File: src/rtl/mtc_pkg.sv
package mtc_pkg;
    localparam int DATA_W = 32;

    localparam logic [1:0] OFF_CTRL = 2'd0;
    localparam logic [1:0] OFF_CNT  = 2'd1;
    localparam logic [1:0] OFF_CMP  = 2'd2;

    localparam int BIT_MFLAG = 15;
    localparam int BIT_OFLAG = 14;
    localparam int BIT_PEND  = 13;
    localparam int BIT_MODE  = 8;
    localparam int BIT_IE    = 7;

    typedef enum logic [1:0] {
        ROUTE_NONE = 2'b00,
        ROUTE_DMA  = 2'b01,
        ROUTE_IRQ  = 2'b10,
        ROUTE_RSVD = 2'b11
    } route_e;

    typedef enum logic [1:0] {
        SYNC_IDLE,
        SYNC_WAIT,
        SYNC_LOAD
    } sync_state_e;
endpackage

File: src/rtl/mtc_prescaler.sv
module mtc_prescaler #(
    parameter int MAX_DIV_LOG2 = 7
) (
    input  logic       clk,
    input  logic       rst_n,
    input  logic       run,
    input  logic [2:0] cks,
    output logic       tick
);
    localparam int PRE_W = MAX_DIV_LOG2;

    logic [PRE_W-1:0] pre_q;
    logic [PRE_W-1:0] mask;

    always_comb begin
        unique case (cks[1:0])
            2'd0:    mask = PRE_W'(7);
            2'd1:    mask = PRE_W'(31);
            2'd2:    mask = PRE_W'(127);
            default: mask = '0;
        endcase
    end

    assign tick = run && cks[2] && ((pre_q & mask) == mask);

    always_ff @(posedge clk or negedge rst_n) begin
        if (!rst_n)   pre_q <= '0;
        else if (run) pre_q <= pre_q + 1'b1;
        else          pre_q <= '0;
    end

    // no tick is possible while the channel is stopped
    assert_no_tick_stopped_R3: assert property (@(posedge clk) disable iff (!rst_n)
        !run |=> (pre_q == '0));
endmodule

File: src/rtl/mtc_wrsync.sv
module mtc_wrsync
    import mtc_pkg::*;
#(
    parameter int CNT_W      = 32,
    parameter int SYNC_TICKS = 4
) (
    input  logic             clk,
    input  logic             rst_n,
    input  logic             wr_req,
    input  logic [CNT_W-1:0] wr_val,
    input  logic             tick,
    output logic             pending,
    output logic             load,
    output logic [CNT_W-1:0] load_val
);
    localparam int RW = (SYNC_TICKS > 2) ? $clog2(SYNC_TICKS - 1) : 1;
    localparam logic [RW-1:0] REM_INIT = RW'(SYNC_TICKS - 2);

    sync_state_e state_q, state_d;
    logic [RW-1:0]    rem_q;
    logic [CNT_W-1:0] val_q;

    always_comb begin
        state_d = state_q;
        unique case (state_q)
            SYNC_IDLE: if (wr_req) state_d = SYNC_WAIT;
            SYNC_WAIT: begin
                if (wr_req)                        state_d = SYNC_WAIT;
                else if (tick && rem_q == '0)      state_d = SYNC_LOAD;
            end
            SYNC_LOAD: begin
                if (wr_req)    state_d = SYNC_WAIT;
                else if (tick) state_d = SYNC_IDLE;
            end
            default: state_d = SYNC_IDLE;
        endcase
    end

    always_ff @(posedge clk or negedge rst_n) begin
        if (!rst_n) begin
            state_q <= SYNC_IDLE;
            rem_q   <= '0;
            val_q   <= '0;
        end else begin
            state_q <= state_d;
            if (wr_req) begin
                rem_q <= REM_INIT;
                val_q <= wr_val;
            end else if (state_q == SYNC_WAIT && tick && rem_q != '0) begin
                rem_q <= rem_q - 1'b1;
            end
        end
    end

    always_comb begin
        pending  = (state_q != SYNC_IDLE);
        load     = (state_q == SYNC_LOAD) && tick && !wr_req;
        load_val = val_q;
    end

    assert_wr_pending_R8: assert property (@(posedge clk) disable iff (!rst_n)
        wr_req |=> pending);
    assert_load_done_R8: assert property (@(posedge clk) disable iff (!rst_n)
        load |=> !pending);
endmodule

File: src/rtl/mtc_channel.sv
module mtc_channel
    import mtc_pkg::*;
#(
    parameter int CNT_W        = 32,
    parameter int SYNC_TICKS   = 4,
    parameter int MAX_DIV_LOG2 = 7
) (
    input  logic              clk,
    input  logic              rst_n,
    input  logic              run_en,
    input  logic              bus_sel,
    input  logic              bus_wr,
    input  logic [1:0]        bus_addr,
    input  logic [DATA_W-1:0] bus_wdata,
    output logic [DATA_W-1:0] bus_rdata,
    output logic              irq_o,
    output logic              dma_req_o
);
    logic [CNT_W-1:0] count_q, cmp_q, load_val;
    logic             mflag_q, oflag_q, mode_q, ie_q, dma_q;
    route_e           route_q;
    logic [2:0]       cks_q;
    logic             tick, pending, load, match_hit;
    logic             ctrl_wr, cnt_wr, cmp_wr;

    assign ctrl_wr = bus_sel && bus_wr && (bus_addr == OFF_CTRL);
    assign cnt_wr  = bus_sel && bus_wr && (bus_addr == OFF_CNT);
    assign cmp_wr  = bus_sel && bus_wr && (bus_addr == OFF_CMP);

    mtc_prescaler #(.MAX_DIV_LOG2(MAX_DIV_LOG2)) u_pre (
        .clk(clk), .rst_n(rst_n), .run(run_en), .cks(cks_q), .tick(tick)
    );

    mtc_wrsync #(.CNT_W(CNT_W), .SYNC_TICKS(SYNC_TICKS)) u_sync (
        .clk(clk), .rst_n(rst_n), .wr_req(cnt_wr),
        .wr_val(bus_wdata[CNT_W-1:0]), .tick(tick),
        .pending(pending), .load(load), .load_val(load_val)
    );

    assign match_hit = tick && !load && (count_q == cmp_q);

    always_ff @(posedge clk or negedge rst_n) begin
        if (!rst_n) begin
            count_q <= '0;
            cmp_q   <= '1;
            mflag_q <= 1'b0;
            oflag_q <= 1'b0;
            mode_q  <= 1'b0;
            ie_q    <= 1'b0;
            route_q <= ROUTE_NONE;
            cks_q   <= 3'd0;
            dma_q   <= 1'b0;
        end else begin
            if (load)           count_q <= load_val;
            else if (match_hit) count_q <= '0;
            else if (tick)      count_q <= count_q + 1'b1;

            if (cmp_wr) cmp_q <= bus_wdata[CNT_W-1:0];

            mflag_q <= match_hit || (mflag_q && !(ctrl_wr && !bus_wdata[BIT_MFLAG]));
            oflag_q <= match_hit || (oflag_q && !(ctrl_wr && !bus_wdata[BIT_OFLAG]));
            if (ctrl_wr) begin
                mode_q  <= bus_wdata[BIT_MODE];
                ie_q    <= bus_wdata[BIT_IE];
                route_q <= route_e'(bus_wdata[5:4]);
                cks_q   <= bus_wdata[2:0];
            end
            dma_q <= match_hit && (route_q == ROUTE_DMA);
        end
    end

    always_comb begin
        bus_rdata = '0;
        unique case (bus_addr)
            OFF_CTRL: begin
                bus_rdata[BIT_MFLAG] = mflag_q;
                bus_rdata[BIT_OFLAG] = oflag_q;
                bus_rdata[BIT_PEND]  = pending;
                bus_rdata[BIT_MODE]  = mode_q;
                bus_rdata[BIT_IE]    = ie_q;
                bus_rdata[5:4]       = route_q;
                bus_rdata[2:0]       = cks_q;
            end
            OFF_CNT: bus_rdata = DATA_W'(count_q);
            OFF_CMP: bus_rdata = DATA_W'(cmp_q);
            default: bus_rdata = '0;
        endcase
    end

    assign irq_o     = mflag_q && ie_q && (route_q == ROUTE_IRQ);
    assign dma_req_o = dma_q;

    assert_freeze_R4: assert property (@(posedge clk) disable iff (!rst_n)
        !run_en |=> $stable(count_q));
    assert_wrap_zero_R5: assert property (@(posedge clk) disable iff (!rst_n)
        match_hit |=> (count_q == '0));
    assert_both_flags_R6: assert property (@(posedge clk) disable iff (!rst_n)
        match_hit |=> (mflag_q && oflag_q));
    assert_w1_keeps_R7: assert property (@(posedge clk) disable iff (!rst_n)
        (ctrl_wr && bus_wdata[BIT_MFLAG] && mflag_q) |=> mflag_q);
    assert_irq_follows_R9: assert property (@(posedge clk) disable iff (!rst_n)
        ($past(match_hit) && ie_q && route_q == ROUTE_IRQ) |-> irq_o);
    assert_dma_after_match_R10: assert property (@(posedge clk) disable iff (!rst_n)
        dma_req_o |-> $past(match_hit));
endmodule

File: config.mk
export PLATFORM = sky130hd
export DESIGN_NAME = mtc_channel
export DESIGN_NICKNAME = d
export VERILOG_FILES = /design/src/rtl/mtc_pkg.sv /design/src/rtl/mtc_prescaler.sv /design/src/rtl/mtc_wrsync.sv /design/src/rtl/mtc_channel.sv
export SDC_FILE = /design/constraint.sdc
export NUM_CORES = 1
export LEC_CHECK = 0
export ABC_AREA = 1
export BUFFER_PORTS_ARGS = -buffer_cell sky130_fd_sc_hd__buf_4
export CAP_MARGIN = 20
export CORE_MARGIN = 2
export CORE_UTILIZATION = 30
export DETAILED_ROUTE_END_ITERATION = 10
export PLACE_DENSITY = 0.45
export REMOVE_ABC_BUFFERS = 1
export SYNTH_ARGS = -nofsm -noshare
export SYNTH_HDL_FRONTEND = slang
export SYNTH_HIERARCHICAL = 1
export SYNTH_SLANG_ARGS = --single-unit
File: constraint.sdc
create_clock -name clk -period 6.2 [get_ports clk]
set_input_delay 1.24 -clock clk [delete_from_list [all_inputs] [get_ports clk]]
set_output_delay 1.24 -clock clk [all_outputs]
set_load 0.01 [all_outputs]
==> results.yml <==
run_status:
  outcome: "completed"
critical_path:
  cp.required_ns: 4.96
  worstRegToRegCells: 12
  setup.reg_to_reg.worst_slack_ns: 2.99
  critical_path.max_fanout: 18
  crit-reg2reg-launch: "cks_q[1]"
  critical_path_class: "input pin to output port"
  critical_path.endpoint_type: "output port"
  critical_path.startpoint_type: "input pin"
  r2r-end: "count_q[18]"
  endpoint_arrival_time_on_the_critical_path_ns: 3.03
grt:
  grt_use_total: 0.1854
  first_global_vias: 6338
  gr-total-overflow: 0
  grt_antenna_before_repair: 0
  grt_pass1_wl_um: 36840
  grt_max_degree: 75
final_layout:
  fillerInstances: 2613
  sequential_cell_area_um2: 2968
  synth_to_layout_area_growth_pct: 18.75
  drive_gt1_frac: 0.1844
  multi_input_comb_area_um2: 3684
  diodes: 0
  finalNetCount: 1125
floorplan:
  num_rows: 57
  initial_core_util: 0.3041
  horiz_die_dim_um: 160.6
  dieHeight_um: 160.6
  design.portCount: 73
  placeableCoreArea_um2: 24180
  dieArea_um2: 25780
hold_path:
  cells_on_worst_hold_path: 1
  worstHoldStart: "u_pre/pre_q[3]"
  worst_hold_path_type: "flop to flop"
  hold_path_end: "u_pre/pre_q[3]"
timing:
  slew_viol_final: 0
  unrepaired_setup_endpoints_after_global_routing: "no"
  max-slew-margin-rel: 0.3127
  worstMarginPinSlew_ns: 1.025
  fin_crit_sh: 0.6893
  fmax_mhz: 234.0
  setup-violations-final: 0
  fin_crit_ns: 4.274
  tns_ns: 0
  finalHoldWorstSlack_ns: 0.4631
  timing.final.hold_violations: 0
  clock-skew-final_ns: 0.01268
clocking:
  cts-buffers-inserted: 17
  cts_tree: "yes"
  clockRootBuffer: "sky130_fd_sc_hd__clkbuf_16"
  cts.htree.levels: 4
  clk_pin_slew_worst_paths_ns: 0.06
  clock_sinks: 117
  buffers_inserted_by_post_cts_timing_repair: 0
  worstSkewPairLatency_ns: 0.43
  postCtsHoldBufs: 0
  post_cts_repair_resize_count: 0
  maximum_clock_path_buffer_count: 2
routing:
  routedWlPerCell_um: 16.30
  post-route-drc-count: 0
  routed_wl_um: 23050
  initialDrtViolationCount: 389
  antenna_violating_nets_post_route: 0
  num_vias: 6494
  avg_vias_per_cell: 4.593
  drt-pass1-iter-count: 5
yosys:
  synth_area_per_cell_um2: 7.146
  yosys_most_used_dff: "sky130_fd_sc_hd__dfrtp_1"
  synth_enable_flop_cells: 0
  synthTopCellsByCount: "sky130_fd_sc_hd__nand2_1 (407), sky130_fd_sc_hd__inv_1 (95), sky130_fd_sc_hd__nor2_1 (87), sky130_fd_sc_hd__dfrtp_1 (85), sky130_fd_sc_hd__a21oi_1 (44)"
  ys_top_cells_by_area: "sky130_fd_sc_hd__dfrtp_1 (29%), sky130_fd_sc_hd__nand2_1 (21%), sky130_fd_sc_hd__dfstp_2 (11%)"
  synth_seq_cells: 117
  synthDistinctLibCells: 39
  seq_area_frac_synth: 0.4036
  yosysMostFrequentCell: "sky130_fd_sc_hd__nand2_1"
  async_reset_ff_frac: 1.000
  netlist.area_leader.share: 0.2893
  synthesized_instance_count: 1029
  netlist_area_um2: 7353
  yosys.area.top_type: "sky130_fd_sc_hd__dfrtp_1"
  yosysWarnings: 6
placement:
  gp_congestion: 0.8765
  io_buffer_count: 72
  place.detailed.hpwl_um: 16660
run:
  maxCapViolations: 0
power_and_ir_drop:
  vdd_drop_max_mv: 0.1585
  p_leak_nw: 4.253
  power_density_nw_per_um2: 275.5
==> where the power goes <==
| part | total, W | leakage (nW) | internal [W] | switching [W] |
|---|---|---|---|---|
| Combinational | 0.000354 | 2.49 | 0.000143 | 0.000212 |
| Clock | 0.00107 | 0.303 | 0.000681 | 0.000386 |
| Sequential | 0.000984 | 1.46 | 0.000893 | 0.0000911 |
==> sequential cells by signal, indices dropped and copies added (netlist names), 2 cells and up <==
register,cells
cmp_q,32
count_q,32
u_sync/load_val,32
u_pre/pre_q,7
cks_q,3
route_q,2
u_sync/rem_q,2
u_sync/state_q,2
==> final cells by class <==
class,count,share of cell area
clock buffers,19,0.05072
clock inverters,13,0.02078
inverters,110,0.04843
multi-input cells,750,0.4218
flip-flops and latches,117,0.3399
well taps,324,0.04643
repair buffers,81,0.07193
==> worst max path at each step <==
stage                      startpoint       endpoint  slack [ns]  cells after the start
after floorplan           bus_addr[1]     count_q[0]        0.69                      8
after CTS                 bus_addr[0]  bus_rdata[15]        1.88                      9
after global routing      bus_addr[0]  bus_rdata[15]        1.69                      9
after global placement    bus_addr[0]    count_q[28]        1.71                     12
final                     bus_addr[0]  bus_rdata[15]        1.93                      9
after detailed placement  bus_addr[1]    count_q[31]        1.62                     13
==> through the flow <==
step | utilization | instance area [um^2] | power, W | instances | setup WS, ns
global route | 0.3612 | 8732 | 0.002531 | 1414 | 1.688
global placement | 0.3342 | 8080 | 0.001351 | 1381 | 1.709
floorplan | - | 7051 | 0.001187 | 977 | 0.6875
finish | 0.3612 | 8732 | 0.002406 | 1414 | 1.926
detailed placement | 0.3342 | 8080 | 0.001354 | 1381 | 1.616
CTS | 0.3600 | 8705 | 0.002431 | 1413 | 1.883
==> kinds of logic (layout without fill, tap and decap cells) <==
kind of cell	count (synthesis)	in the layout	share of synthesized area
simple gates	587	587	0.3367
buf+inv	162	223	0.09869
flops	117	117	0.4036
compound gates	106	106	0.08576
xor+xnor	40	40	0.04764
fa+ha+maj	9	9	0.01531
mux	8	8	0.01225
==> critical path, stage by stage <==
cell and delay (ns):
sky130_fd_sc_hd__buf_4 0.12, sky130_fd_sc_hd__inv_1 0.07, sky130_fd_sc_hd__ha_1 0.70, sky130_fd_sc_hd__buf_4 0.39, sky130_fd_sc_hd__nand2_1 0.09, sky130_fd_sc_hd__o211ai_1 0.14, sky130_fd_sc_hd__nand2_1 0.10, sky130_fd_sc_hd__inv_1 0.06
sky130_fd_sc_hd__buf_4 0.11
==> routing by layer <==
metal	vias up	part of all wire	GRT usage
met5	-	0	0
met4	0	0.0078	0.04423
met3	11	0.040	0.02970
met2	134	0.44	0.2806
met1	3039	0.51	0.2766
li1	3310	-	-
==> cells in the final DEF (no fill, tap or decap), drive strengths merged, types with 7 or more instances in the layout <==
master | synthesis | layout
a21oi | 44 | 44
a22oi | 32 | 32
buf | 29 | 81
clkbuf | 23 | 19
clkinv | 5 | 12
dfrtp | 85 | 85
dfstp | 32 | 32
ha | 9 | 9
inv | 105 | 105
mux2 | 8 | 8
nand2 | 410 | 410
nand3 | 50 | 50
nand4 | 10 | 10
nor2 | 102 | 102
nor3 | 7 | 7
o211ai | 7 | 7
o21ai | 22 | 22
xnor2 | 21 | 21
xor2 | 19 | 19
Power figures use the tool's default switching activity.
